[src/rtl/unit_guard_pkg.sv]
package unit_guard_pkg;

    localparam int STATE_W = 4;
    typedef logic [STATE_W-1:0] ustate_t;

    // Reserved safe / idle code
    localparam ustate_t SAFE_CODE = '0;

    // Fault vector layout; a lower index wins when several bits are set.
    // Indices below N_LOCAL are faults detected in this unit.
    localparam int FB_ENDSW    = 0;
    localparam int FB_ENC      = 1;
    localparam int FB_PWM      = 2;
    localparam int FB_NBR_NEXT = 3;
    localparam int FB_NBR_PREV = 4;
    localparam int N_FAULTS    = 5;
    localparam int N_LOCAL     = 3;

    typedef enum logic [0:0] {
        ARB_RUN,
        ARB_LATCHED
    } arb_state_t;

endpackage

[src/rtl/guard_catcher.sv]
module guard_catcher
    import unit_guard_pkg::*;
#(
    parameter int PWM_W = 12,
    parameter int ENC_W = 16
) (
    input  logic                    clk,
    input  logic                    rst_n,
    input  logic signed [PWM_W-1:0] pwm_cmd,
    input  logic        [PWM_W-2:0] pwm_limit,
    input  logic signed [ENC_W-1:0] enc_pos,
    input  logic signed [ENC_W-1:0] enc_min,
    input  logic signed [ENC_W-1:0] enc_max,
    input  logic                    sw_hi,
    input  logic                    sw_lo,
    input  logic                    prev_err_in,
    input  logic                    next_err_in,
    output logic [N_FAULTS-1:0]     fault_q
);

    localparam int MAG_W = PWM_W;

    logic             pwm_neg;
    logic             pwm_pos;
    logic [MAG_W-1:0] pwm_mag;
    logic [MAG_W-1:0] limit_ext;
    logic [N_FAULTS-1:0] raw;

    // Magnitude of a two's-complement command; the most negative value
    // maps to 2^(PWM_W-1), which still fits as an unsigned PWM_W value.
    always_comb begin
        pwm_neg   = pwm_cmd[PWM_W-1];
        pwm_pos   = !pwm_neg && (pwm_cmd != '0);
        pwm_mag   = pwm_neg ? (~pwm_cmd + 1'b1) : pwm_cmd;
        limit_ext = {1'b0, pwm_limit};
    end

    // Sanity checks and incoming neighbour errors
    always_comb begin
        raw              = '0;
        raw[FB_PWM]      = pwm_mag > limit_ext;
        raw[FB_ENC]      = (enc_pos < enc_min) || (enc_pos > enc_max);
        raw[FB_ENDSW]    = (sw_hi && pwm_pos) || (sw_lo && pwm_neg);
        raw[FB_NBR_PREV] = prev_err_in;
        raw[FB_NBR_NEXT] = next_err_in;
    end

    // One capture register per fault source
    for (genvar g = 0; g < N_FAULTS; g++) begin : g_cap
        always_ff @(posedge clk) begin
            if (!rst_n) begin
                fault_q[g] <= 1'b0;
            end else begin
                fault_q[g] <= raw[g];
            end
        end
    end

endmodule

[src/rtl/guard_mapper.sv]
module guard_mapper
    import unit_guard_pkg::*;
#(
    parameter ustate_t UP_CODE = 4'hA,
    parameter ustate_t DN_CODE = 4'hB
) (
    input  logic [N_FAULTS-1:0] fault_vec,
    output logic                any_fault,
    output logic                local_hit,
    output ustate_t             own_msg,
    output ustate_t             up_msg,
    output ustate_t             dn_msg
);

    logic [N_LOCAL-1:0] local_bits;

    always_comb begin
        local_bits = fault_vec[N_LOCAL-1:0];
        any_fault  = |fault_vec;
        local_hit  = |local_bits;
    end

    // Fan a fault out into three safe-state messages. The local unit always
    // goes to the reserved code; neighbours get hold codes only when the
    // cause lies in this unit, so that an error does not circulate the ring.
    always_comb begin
        own_msg = SAFE_CODE;
        up_msg  = local_hit ? UP_CODE : SAFE_CODE;
        dn_msg  = local_hit ? DN_CODE : SAFE_CODE;
    end

endmodule

[src/rtl/guard_arbiter.sv]
module guard_arbiter
    import unit_guard_pkg::*;
(
    input  logic    clk,
    input  logic    rst_n,
    input  logic    any_fault,
    input  logic    local_hit,
    input  ustate_t own_msg,
    input  ustate_t up_msg,
    input  ustate_t dn_msg,
    input  logic    clear_req,
    input  logic    ui_valid,
    input  ustate_t ui_state,
    input  logic    ctl_valid,
    input  ustate_t ctl_state,
    output ustate_t fwd_state,
    output logic    override_o,
    output logic    nbr_err_o,
    output ustate_t up_msg_o,
    output ustate_t dn_msg_o
);

    arb_state_t st_q, st_nx;
    ustate_t    fwd_q;
    ustate_t    own_q;
    ustate_t    up_q;
    ustate_t    dn_q;
    logic       tell_q;
    logic       release_ok;

    assign release_ok = clear_req && !any_fault;

    // State register
    always_ff @(posedge clk) begin
        if (!rst_n) begin
            st_q <= ARB_RUN;
        end else begin
            st_q <= st_nx;
        end
    end

    // Transitions: trip and release
    always_comb begin
        st_nx = st_q;
        unique case (st_q)
            ARB_RUN:     if (any_fault)  st_nx = ARB_LATCHED;
            ARB_LATCHED: if (release_ok) st_nx = ARB_RUN;
            default:     st_nx = ARB_RUN;
        endcase
    end

    // Data held alongside the state
    always_ff @(posedge clk) begin
        if (!rst_n) begin
            fwd_q  <= SAFE_CODE;
            own_q  <= SAFE_CODE;
            up_q   <= SAFE_CODE;
            dn_q   <= SAFE_CODE;
            tell_q <= 1'b0;
        end else begin
            unique case (st_q)
                ARB_RUN: begin
                    if (any_fault) begin
                        fwd_q  <= SAFE_CODE;
                        own_q  <= own_msg;
                        up_q   <= up_msg;
                        dn_q   <= dn_msg;
                        tell_q <= local_hit;
                    end else if (ui_valid) begin
                        fwd_q <= ui_state;
                    end else if (ctl_valid) begin
                        fwd_q <= ctl_state;
                    end
                end
                ARB_LATCHED: begin
                    if (release_ok) begin
                        fwd_q  <= SAFE_CODE;
                        tell_q <= 1'b0;
                        up_q   <= SAFE_CODE;
                        dn_q   <= SAFE_CODE;
                    end else if (local_hit && !tell_q) begin
                        // A local cause upgrades a neighbour-caused latch
                        tell_q <= 1'b1;
                        up_q   <= up_msg;
                        dn_q   <= dn_msg;
                    end
                end
                default: begin
                    fwd_q <= SAFE_CODE;
                end
            endcase
        end
    end

    // Outputs
    always_comb begin
        fwd_state  = fwd_q;
        override_o = 1'b0;
        nbr_err_o  = 1'b0;
        up_msg_o   = SAFE_CODE;
        dn_msg_o   = SAFE_CODE;
        unique case (st_q)
            ARB_RUN: begin
                fwd_state = fwd_q;
            end
            ARB_LATCHED: begin
                fwd_state  = own_q;
                override_o = 1'b1;
                nbr_err_o  = tell_q;
                up_msg_o   = tell_q ? up_q : SAFE_CODE;
                dn_msg_o   = tell_q ? dn_q : SAFE_CODE;
            end
            default: begin
                fwd_state = SAFE_CODE;
            end
        endcase
    end

endmodule

[src/rtl/unit_guard.sv]
module unit_guard
    import unit_guard_pkg::*;
#(
    parameter int      PWM_W   = 12,
    parameter int      ENC_W   = 16,
    parameter ustate_t UP_CODE = 4'hA,
    parameter ustate_t DN_CODE = 4'hB
) (
    input  logic                    clk,
    input  logic                    rst_n,
    input  logic signed [PWM_W-1:0] pwm_cmd,
    input  logic        [PWM_W-2:0] pwm_limit,
    input  logic signed [ENC_W-1:0] enc_pos,
    input  logic signed [ENC_W-1:0] enc_min,
    input  logic signed [ENC_W-1:0] enc_max,
    input  logic                    sw_hi,
    input  logic                    sw_lo,
    input  logic                    prev_err_in,
    input  logic                    next_err_in,
    input  logic                    ui_valid,
    input  logic [3:0]              ui_state,
    input  logic                    ctl_valid,
    input  logic [3:0]              ctl_state,
    input  logic                    clear_req,
    output logic [3:0]              fwd_state,
    output logic                    override_o,
    output logic                    prev_err_o,
    output logic [3:0]              prev_msg,
    output logic                    next_err_o,
    output logic [3:0]              next_msg
);

    logic [N_FAULTS-1:0] fault_vec;
    logic                fault_any;
    logic                fault_local;
    ustate_t             own_msg, up_msg, dn_msg;
    logic                nbr_err;

    guard_catcher #(
        .PWM_W (PWM_W),
        .ENC_W (ENC_W)
    ) u_catch (
        .clk         (clk),
        .rst_n       (rst_n),
        .pwm_cmd     (pwm_cmd),
        .pwm_limit   (pwm_limit),
        .enc_pos     (enc_pos),
        .enc_min     (enc_min),
        .enc_max     (enc_max),
        .sw_hi       (sw_hi),
        .sw_lo       (sw_lo),
        .prev_err_in (prev_err_in),
        .next_err_in (next_err_in),
        .fault_q     (fault_vec)
    );

    guard_mapper #(
        .UP_CODE (UP_CODE),
        .DN_CODE (DN_CODE)
    ) u_map (
        .fault_vec (fault_vec),
        .any_fault (fault_any),
        .local_hit (fault_local),
        .own_msg   (own_msg),
        .up_msg    (up_msg),
        .dn_msg    (dn_msg)
    );

    guard_arbiter u_arb (
        .clk        (clk),
        .rst_n      (rst_n),
        .any_fault  (fault_any),
        .local_hit  (fault_local),
        .own_msg    (own_msg),
        .up_msg     (up_msg),
        .dn_msg     (dn_msg),
        .clear_req  (clear_req),
        .ui_valid   (ui_valid),
        .ui_state   (ui_state),
        .ctl_valid  (ctl_valid),
        .ctl_state  (ctl_state),
        .fwd_state  (fwd_state),
        .override_o (override_o),
        .nbr_err_o  (nbr_err),
        .up_msg_o   (prev_msg),
        .dn_msg_o   (next_msg)
    );

    assign prev_err_o = nbr_err;
    assign next_err_o = nbr_err;

endmodule

[config.mk]
export PLATFORM = sky130hd
export DESIGN_NAME = unit_guard
export DESIGN_NICKNAME = d
export VERILOG_FILES = /design/src/rtl/unit_guard_pkg.sv /design/src/rtl/guard_catcher.sv /design/src/rtl/guard_mapper.sv /design/src/rtl/guard_arbiter.sv /design/src/rtl/unit_guard.sv
export SDC_FILE = /design/constraint.sdc
export NUM_CORES = 1
export LEC_CHECK = 0
export ABC_CLOCK_PERIOD_IN_PS = 2390
export BUFFER_PORTS_ARGS = -buffer_cell sky130_fd_sc_hd__buf_2
export CELL_PAD_IN_SITES_DETAIL_PLACEMENT = 2
export CELL_PAD_IN_SITES_GLOBAL_PLACEMENT = 2
export CORE_ASPECT_RATIO = 0.9
export CORE_MARGIN = 10
export CORE_UTILIZATION = 21
export CTS_BUF_LIST = sky130_fd_sc_hd__clkbuf_16
export DETAILED_ROUTE_END_ITERATION = 8
export GPL_ROUTABILITY_DRIVEN = 0
export PLACE_DENSITY = 0.78
export RECOVER_POWER = 100
export SETUP_SLACK_MARGIN = 0.3
export SYNTH_ARGS = -nofsm -noshare
export SYNTH_HDL_FRONTEND = slang
export SYNTH_SLANG_ARGS = --single-unit
[constraint.sdc]
create_clock -name clk -period 2.39 [get_ports clk]
set_input_delay 0.478 -clock clk [delete_from_list [all_inputs] [get_ports clk]]
set_output_delay 0.478 -clock clk [all_outputs]
set_load 0.02 [all_outputs]
==> results.sh <==
export IMPL_status="finished with violations"
export IMPL_violations="setup timing"
export IMPL_yosysSeqAreaShare_pct=12.5
export IMPL_grt_pass1_vias=2469
export IMPL_grt_max_degree=16
export IMPL_vdd_drop_max_mv=0.184
export IMPL_rows=33
export IMPL_wire_per_inst_um=15.4
export IMPL_syn_area_um2=1930
export IMPL_critPathKind="input pin to register"
export IMPL_clkTransAtPathRegs_ns=0.04
export IMPL_crit_buf_inv=1
export IMPL_arrival_ns=2.52
export IMPL_finalCriticalPeriod_ns=2.39
export IMPL_p_leak_uw=0.00153
export IMPL_clk_latency_ns=0.24
export IMPL_setup_ws_ns=-0.00148
export IMPL_max_freq_ghz=0.418
export IMPL_tns_ns=-0.00148
export IMPL_finalClockSkew_ns=0.00499
export IMPL_maxCapViolations=0
export IMPL_vias_per_cell=4.44
export IMPL_grt_pass1_wl_mm=12.2
export IMPL_rsz0062_at_grt="true"
export IMPL_fin_total_pwr_uw=986
export IMPL_worst_pin_slew_ns=0.501
export IMPL_layout_drive_gt1_share_pct=35.9
export IMPL_synth_top_flop_cell="dfxtp_1"
export IMPL_r2r_slack_ns=0.56
export IMPL_async_reset_ff_share_pct=0
export IMPL_syn_avg_cell_area_um2=7.61
export IMPL_io_pins=103
export IMPL_cts_made_buffers=3
export IMPL_die_x_um=121
export IMPL_ant_nets=0
export IMPL_via_count=2148
export IMPL_totalWireLength_mm=7.47
export IMPL_yosys_warnings=0
export IMPL_track_usage_pct=10.8
export IMPL_dp_cells=477
export IMPL_finalSetupViolCount=1
export IMPL_crit_start="pwm_cmd[2]"
export IMPL_cp_start_kind="input pin"
export IMPL_reg2reg_depth=5
export IMPL_power_density_nw_per_um2=360
export IMPL_fin_area_um2=2740
export IMPL_synth_cells=253
export IMPL_synthMostInstantiatedCell="inv_1"
export IMPL_path_cells="buf_8 > nor4_4 > nand2_1 > or2_4 > o41ai_4 > xnor2_1 > ha_1 > a21oi_2 > nand2_1 > o21ai_1 > a21oi_1"
export IMPL_instances_no_fill=484
export IMPL_first_iter_violations=56
export IMPL_htree_levels=1
export IMPL_crit_path_max_incr_delay_ns=0.35
export IMPL_yosysTopAreaCellShare_pct=27.9
export IMPL_crit_end="u_catch.fault_q[2]"
export IMPL_maxSlewViolCount=0
export IMPL_ctsHoldBuffers=0
export IMPL_syn2layout_area_growth_pct=42.2
export IMPL_fp_dieArea_um2=13400
export IMPL_globalRouteOverflowTotal=0
export IMPL_critPathRequiredTime_ns=2.52
export IMPL_max_slew_margin_pct=66.6
export IMPL_endpoint_kind="register"
export IMPL_cp_max_fo=3
export IMPL_drt_pass1_iterations=4
export IMPL_period_share_pct=100
export IMPL_yosysTopAreaCell="ha_1"
export IMPL_cts_tree="yes"
export IMPL_root_buffer="clkbuf_16"
export IMPL_hold_path_class="input pin to register"
export IMPL_reg2reg_to="u_arb.fwd_q[0]"
export IMPL_critPathMostFrequentCell="nand2_1"
export IMPL_n_antenna_cell=0
export IMPL_die_y_um=111
export IMPL_synth_edff_count=0
export IMPL_reg2reg_from="u_catch.fault_q[1]"
export IMPL_dpl_cell_area_um2=2600
export IMPL_cts_buffer_depth=2
export IMPL_synthTopCellsByCount="inv_1, ha_1, a21oi_1"
export IMPL_cp_slowest_cell="o41ai_4"
export IMPL_drc_errors=0
export IMPL_start_util_pct=21.3
export IMPL_ys_ff_latch=12
export IMPL_port_buffers=99
export IMPL_core_um2=9040
export IMPL_critical_path_top_delay_family="simple AND/OR/NAND/NOR gates"
export IMPL_synthTopCellsByArea="ha_1, dfxtp_1, inv_1, a21oi_1, mux2i_1"
export IMPL_worst_path_stages=11
export IMPL_hpwl_mm=6.99
export IMPL_finalNetCount=494
export IMPL_grt_antenna_before_repair=0
export IMPL_yosysUniqueCellTypes=47
export IMPL_finalHoldViolCount=0
export IMPL_clock_sinks=12
cell type report:
class	count	area, um^2
clock inverter	1	3.75
inverter	47	176
tap	122	153
clock buffer	3	75.1
timing repair buffer	114	624
sequential	12	240
fill	1086	6300
multi-input combinational	185	1470
metal layers:
layer / global-route usage, % / up-vias / routed length [um]
met1: 12.7 / 1011 / 3260
li1: - / 1081 / -
met2: 19.8 / 51 / 3810
met4: 1.21 / 0 / 33
met5: 0 / - / 0
met3: 2.39 / 5 / 361
state kept, by name, summed over array words and instances (netlist names):
register         count
u_arb.dn_q           1
u_arb.fwd_q          4
u_arb.st_q           1
u_arb.tell_q         1
u_catch.fault_q      5
cells in the final DEF, fill, tap and decap left out, types with 2 or more instances in the layout:
master / Yosys / routed
ha_1: 43 / 42
nand2_1: 17 / 17
o21ai_1: 1 / 3
nor3_1: 8 / 7
nand2b_1: 4 / 5
a21o_1: 5 / 5
a21oi_1: 18 / 17
nand4_1: 6 / 6
clkinv_1: 1 / 2
inv_1: 46 / 46
nor3_2: 1 / 2
clkbuf_16: 0 / 3
buf_2: 0 / 97
dfxtp_1: 12 / 12
o21ai_0: 11 / 9
nor2b_1: 6 / 6
conb_1: 1 / 3
a31oi_1: 2 / 2
a31o_2: 2 / 2
xnor2_1: 8 / 8
nand3_1: 5 / 4
o31ai_1: 2 / 2
buf_4: 8 / 15
and2_1: 4 / 4
nor2_1: 10 / 10
mux2i_1: 8 / 8
logic make-up (layout without fill, tap and decap cells):
| group | count (synthesis) | after routing | synth area share [%] |
|---|---|---|---|
| adders and majority gates | 43 | 43 | 27.9 |
| DFF | 12 | 12 | 12.5 |
| other | 1 | 3 | 0.195 |
| buffers and inverters | 58 | 165 | 12.9 |
| AOI/OAI and AO/OA | 49 | 49 | 16.9 |
| muxes | 10 | 10 | 5.33 |
| xor gates and xnor gates | 9 | 9 | 4.09 |
| and+or+nand+nor | 71 | 71 | 20.2 |
where the power goes:
group	internal [uW]	switching, uW	leakage (uW)
Sequential	218	12.2	0.0000991
Clock	220	89.2	0.0000385
Combinational	215	232	0.00139
Total	653	333	0.00153
worst min-delay path by stage:
stage,start,endpoint,slack [ns],cells after the start
after floorplan,u_arb.dn_q[1],u_arb.dn_q[1],0.44,2
after global placement,u_arb.dn_q[1],u_arb.dn_q[1],0.46,2
after detailed placement,u_arb.dn_q[1],u_arb.dn_q[1],0.47,2
after CTS,next_err_in,u_catch.fault_q[3],0.45,2
after global routing,next_err_in,u_catch.fault_q[3],0.46,2
final,next_err_in,u_catch.fault_q[3],0.44,2
through the flow:
stage | hold slack (ns) | util [%] | worst slack [ns]
after floorplan | 0.445 | - | 0.142
after global placement | 0.455 | 28.8 | -0.134
after detailed placement | 0.469 | 28.8 | -0.300
after CTS | 0.446 | 29.9 | 0.00667
after global routing | 0.462 | 30.3 | -0.160
final | 0.443 | 30.3 | -0.00148
what timing repair did:
| action | CTS | global route |
|---|---|---|
| pin swaps | 1 | 9 |
| setup buffers | 0 | 3 |
| setup endpoints to repair | 2 | 2 |
| gates resized for setup | 4 | 12 |
Note: power is estimated with default switching activity, not from simulation.
